[config.mk]
export PLATFORM = sky130hd
export DESIGN_NAME = t1_slot_mapper
export DESIGN_NICKNAME = d
export VERILOG_FILES = /design/src/rtl/t1_slot_mapper.sv
export SDC_FILE = /design/constraint.sdc
export NUM_CORES = 1
export LEC_CHECK = 0
export BUFFER_PORTS_ARGS = -buffer_cell sky130_fd_sc_hd__buf_2
export CORE_ASPECT_RATIO = 1.75
export CORE_UTILIZATION = 30
export CTS_CLUSTER_DIAMETER = 30
export DETAILED_ROUTE_END_ITERATION = 6
export PLACE_DENSITY = 0.62
export SLEW_MARGIN = 5
export SYNTH_ARGS = -nofsm -noshare
export SYNTH_HDL_FRONTEND = slang
export SYNTH_SLANG_ARGS = --single-unit
[constraint.sdc]
create_clock -name clk -period 2.9 [get_ports clk]
set_input_delay 0.29 -clock clk [delete_from_list [all_inputs] [get_ports clk]]
set_output_delay 0.29 -clock clk [all_outputs]
set_load 0.01 [all_outputs]
[src/rtl/t1_slot_mapper.sv]
module t1_slot_mapper #(
  parameter int BYTE_W = 8
) (
  input  logic              clk,
  input  logic              rst_n,
  input  logic [4:0]        slot_idx,
  input  logic [2:0]        mode_cfg,
  input  logic [BYTE_W-1:0] idle_code,
  input  logic [31:0]       slot_off,
  input  logic [BYTE_W-1:0] chan_byte,
  output logic              slot_idle,
  output logic [4:0]        chan_idx,
  output logic [BYTE_W-1:0] hw_byte,
  output logic              hw_oe
);
  localparam logic [4:0] LAST_SLOT = 5'd31;
  localparam logic [4:0] TAIL_START = 5'd24;

  logic [2:0] mode_q;
  logic [4:0] dist_ch;

  wire       grouped = mode_q[2];
  wire [1:0] phase   = mode_q[1:0];
  wire [1:0] pos     = slot_idx[1:0];
  wire [2:0] grp     = slot_idx[4:2];

  assign slot_idle = grouped ? (slot_idx >= TAIL_START) : (pos == phase);

  always_comb begin
    dist_ch = 5'(grp) * 5'd3 + 5'(pos);
    if (pos > phase) dist_ch = dist_ch - 5'd1;
  end

  assign chan_idx = slot_idle ? 5'd0 : (grouped ? slot_idx : dist_ch);

  always_ff @(posedge clk) begin
    if (!rst_n) begin
      mode_q  <= 3'd0;
      hw_byte <= '0;
      hw_oe   <= 1'b0;
    end else begin
      if (slot_idx == LAST_SLOT) mode_q <= mode_cfg;
      hw_byte <= slot_idle ? idle_code : chan_byte;
      hw_oe   <= ~slot_off[slot_idx];
    end
  end
endmodule


* Word-level counts from Yosys, hierarchy flattened *
Index checks and enable logic that the tools add are counted.

storage, ports and cells
  register bits = 12
  input port bits = 58
  output and inout bits = 15
  word-level logic and storage cells = 19

cells by class
  add/sub/neg operators = 2
  multiply operators = 1
  $lt $le $gt $ge = 3
  equal/unequal tests = 2
  mux-type cells = 7
  bitwise gates (word level) = 1

operators with widths
  kind                 count
  $mux 5               3
  $mux 8               1
  $lt 5x6->1 const B   1
  $add 5x2->5          1
  $bmux 1 s5           1
  $eq 5x5->1 const B   1
  $ge 5x5->1 const B   1
  $mul 3x2->5 const B  1
  $sub 5x1->5 const B  1
  $eq 2x2->1           1
  $gt 2x2->1           1
  $mux 1               2
  $not 1->1            1

* Longest topological paths before layout *
  depth after elaboration = 6
  gate-level depth with buffers = 9
  mapped depth without buffers = 9

* Worst setup path after synthesis *
Ideal clock, no wire load.

  path kind = input to output
  from = input port slot_idx[1]
  to = output port chan_idx[4]
  arrival time = 2.418 ns
  required time = 2.610 ns
  setup slack = 0.192 ns
  cell stages on the path = 9
  path buffers = 0
  cell sequence = inv_1 -> fa_1 -> inv_1 -> ha_1 -> fa_1 -> xnor2_1 -> nand2_1 -> o211a_1 -> a2111oi_2

on the way
  longest elaborated chain between the ends = 5
  elaborated cells between the ends (all ways) = 9
  classes of those cells = 2 x add/sub; 2 x order compare; 1 x eq/ne; 4 x mux

ends and longest elaborated chain
  element          RTL line  text
  start, declared  6         input logic [4:0] slot_idx,
  $add 5x2->5      30        dist_ch = 5'(grp) * 5'd3 + 5'(pos);
  $sub 5x1->5      31        if (pos > phase) dist_ch = dist_ch - 5'd1;
  $mux 5           31
  $mux 5           34        assign chan_idx = slot_idle ? 5'd0 : (grouped ? slot_idx : dist_ch);
  $mux 5 (*)       34
  end, declared    12        output logic [4:0] chan_idx,

Mark *: on every way between the ends. The rest lies on a longest branch, timed or not.

* Worst setup path after layout *
Ends and elaborated chain as after synthesis.

==> results.md <==
- Status: finished, final reports clean
- Register area: 240 um2
- Crit-path most repeated cell: inv_1
- Met3 wire len: around 210 um
- Die height: 85.4 um
- CTS Root Cell: clkbuf_8
- Final WS setup: 110 ps
- Reg-to-reg slack, setup: 1280 ps
- Multi-input logic area: between 800 and 900 um2
- Port Buffers: 72
- Die Area: about 4200 um2
- Max-cap viol count: 0
- Final Wtd Congestion: ~0.8
- Headroom to the max-slew limit: 0.634
- Max FO, Critical Path: 2
- Chip width: around 50 um
- Top routing layer used: met4
- Largest net degree at the start of global routing: 13
- Critical Path RT: approximately 2600 ps
- Clock latency on the worst-skew pair: approximately 230 ps
- Post-route clock period utilization: 0.962
- Leak: between 0.8 and 0.9 nW
- Synthesized Nets: 200
- Residual DRC: 0
- Setup TNS Final: 0 ps
- DP Worst Slack: between 40 and 50 ps
- Number of fill cells: 421
- Worst slew pin tran: 545 ps
- Synth unique cells: 32
- Starting Density: 0.311
- Avg WL per Cell: 12.0 um
- Max clock buf depth: 2
- Vias in the first global route: 1165
- Setup violators final: 0
- Layout area overhead: 42.0%
- Drt total wl: 3060 um
- Wire length on met2: between 1500 and 2000 um
- Core area: 3830 um2
- Ports: 73
- Layout cell share with drive strength beyond 1: 0.442
- Most frequent cells in the layout: 72 x buf_2, 15 x inv_1, 12 x dfxtp_1
- Peak VDD IR: ~0.00018 V
- Total Routing Usage GR: 0.146
- Diodes inserted: 0
- Critical path class: input port to primary output
- Antenna violations before repair: 0
- Vias per cell: 5.00
- Detail Route Antenna Nets: 0
- Synthesized flop and latch total: 12
- Post-Syn Area per Cell: 9.23 um2
- Fmax: 358 MHz
- DR pass1 iterations: 4
- CTS tree: built
- CTS buffer count: 3
- Grt total ovfl: 0
- Post-Synthesis Cell Area: approximately 1200 um2
- # hold bufs at CTS: 0
- Clk_skew: 1.67 ps
- Seq/Total Area, Yosys: 0.202
- Synth warn: 0
- CP Cell Sequence: buf_2 -> inv_1 -> fa_1 -> inv_1 -> ha_2 -> fa_2 -> inv_1 -> o211ai_1 -> o211a_1 -> a2111oi_2 -> buf_2
- Power Dens Cells: ~330 nW/um2
- WL met1: ~1100 um
- Tmin final: 2790 ps
- Final nets: between 200 and 300
- Iter 0 DRT Violations: 19
- Vias: 1280
- Final Hold Viols: 0
- H-tree levels: 1
- Clock transition at the registers of the reported paths: roughly 50 ps
- Crit path capture type: primary output
- Post-Synthesis Cells: 129
- CP max stage cell: fa_1
- Max Slew Vio Count: 0
- # rows: 30
- Hold Crit Class: input port to flop
- Post-DP HPWL: roughly 2700 um
- Arrival @ worst endpoint: 2500 ps
- CP max stage delay: 530 ps
- Crit start category: input port
- First-pass GRT wire length: 4940 um
- Most common cell after layout, fill and taps aside: buf_2
- CTS Sinks: 12
==> power breakdown <==
group          leakage, nW  internal (mW)  switching, mW
clock network       0.0216         0.0905         0.0491
registers           0.0991          0.175        0.00254
logic                0.772          0.127          0.115
==> flip-flops by register name, summed over array words and instances (netlist names) <==
| register | count |
|---|---|
| hw_byte | 8 |
| mode_q | 3 |
| hw_oe | 1 |
==> metrics by stage <==
stage	utilization	hold slack [ps]	cells	total power, mW	cell area [um2]
CTS	0.439	295	256	0.565	1680
global placement	0.428	478	253	0.418	1640
finish	0.442	296	256	0.559	1690
global route	0.442	304	256	0.600	1690
detailed placement	0.428	488	253	0.420	1640
floorplan	-	381	129	0.324	1190
==> repair_timing <==
item | 4_1_cts | 5_1_grt
setup buffers | 0 | 0
endpoints found under the setup margin | 0 | 1
gates resized for setup | 0 | 3
==> synthesized netlist by cell type <==
library cell / number / area (um2)
nor4_1: 1 / 6.26
xnor2_1: 3 / 26.3
a2111oi_2: 2 / 30.0
a311oi_1: 2 / 17.5
dfxtp_1: 12 / 240
a21oi_1: 10 / 50.1
xor2_1: 1 / 8.76
nand3_1: 9 / 45.0
mux2i_1: 8 / 80.1
and4bb_2: 1 / 12.5
fa_1: 2 / 40.0
nor2_1: 9 / 33.8
nand2_1: 5 / 18.8
clkbuf_1: 2 / 7.51
mux4_1: 5 / 131
nand4_1: 1 / 6.26
a211oi_1: 1 / 7.51
o21a_1: 2 / 15.0
o21ai_1: 1 / 5.00
mux4_2: 1 / 22.5
ha_1: 11 / 138
a21o_1: 1 / 7.51
buf_6: 1 / 11.3
buf_8: 1 / 15.0
nor2b_1: 1 / 6.26
mux2_2: 2 / 22.5
o211a_1: 3 / 30.0
o21ai_0: 8 / 40.0
nand2b_1: 1 / 6.26
inv_1: 15 / 56.3
o211ai_1: 6 / 45.0
o2111ai_1: 1 / 8.76
==> logic make-up after synthesis <==
kind of cell               Yosys count  synth area share
AOI/OAI and AO/OA                   37             0.215
and+or+nand+nor                     28             0.113
DFF                                 12             0.202
buffers and inverters               19            0.0756
adders and majority gates           13             0.149
xor gates and xnor gates             4            0.0294
muxes                               16             0.215
==> final timing paths <==
kind | start | to | cells past startpoint
min reg2reg | mode_q[1] | mode_q[1] | 2
max | slot_idx[1] | chan_idx[4] | 11
min | mode_cfg[2] | mode_q[2] | 3
max reg2reg | mode_q[1] | hw_byte[7] | 6
==> critical path, delay by kind of cell <==
family / cells / cell delay [ps]
AO/OA/AOI/OAI: 3 / 600
adder cells (fa/ha/maj): 3 / 1180
buffers and inverters: 5 / 450
==> metal layers <==
metal | vias up | track usage
li1 | 641 | -
met1 | 567 | 0.141
met2 | 70 | 0.311
met3 | 2 | 0.0143
met4 | 0 | 0.0312
met5 | - | 0
==> cell type report <==
type	instances	share of cell area
clock buffers	3	0.0244
inverters	15	0.0333
multi-input cells	98	0.516
flip-flops and latches	12	0.142
well taps	48	0.0355
repair buffers	80	0.249
Power figures use the tool's default switching activity.
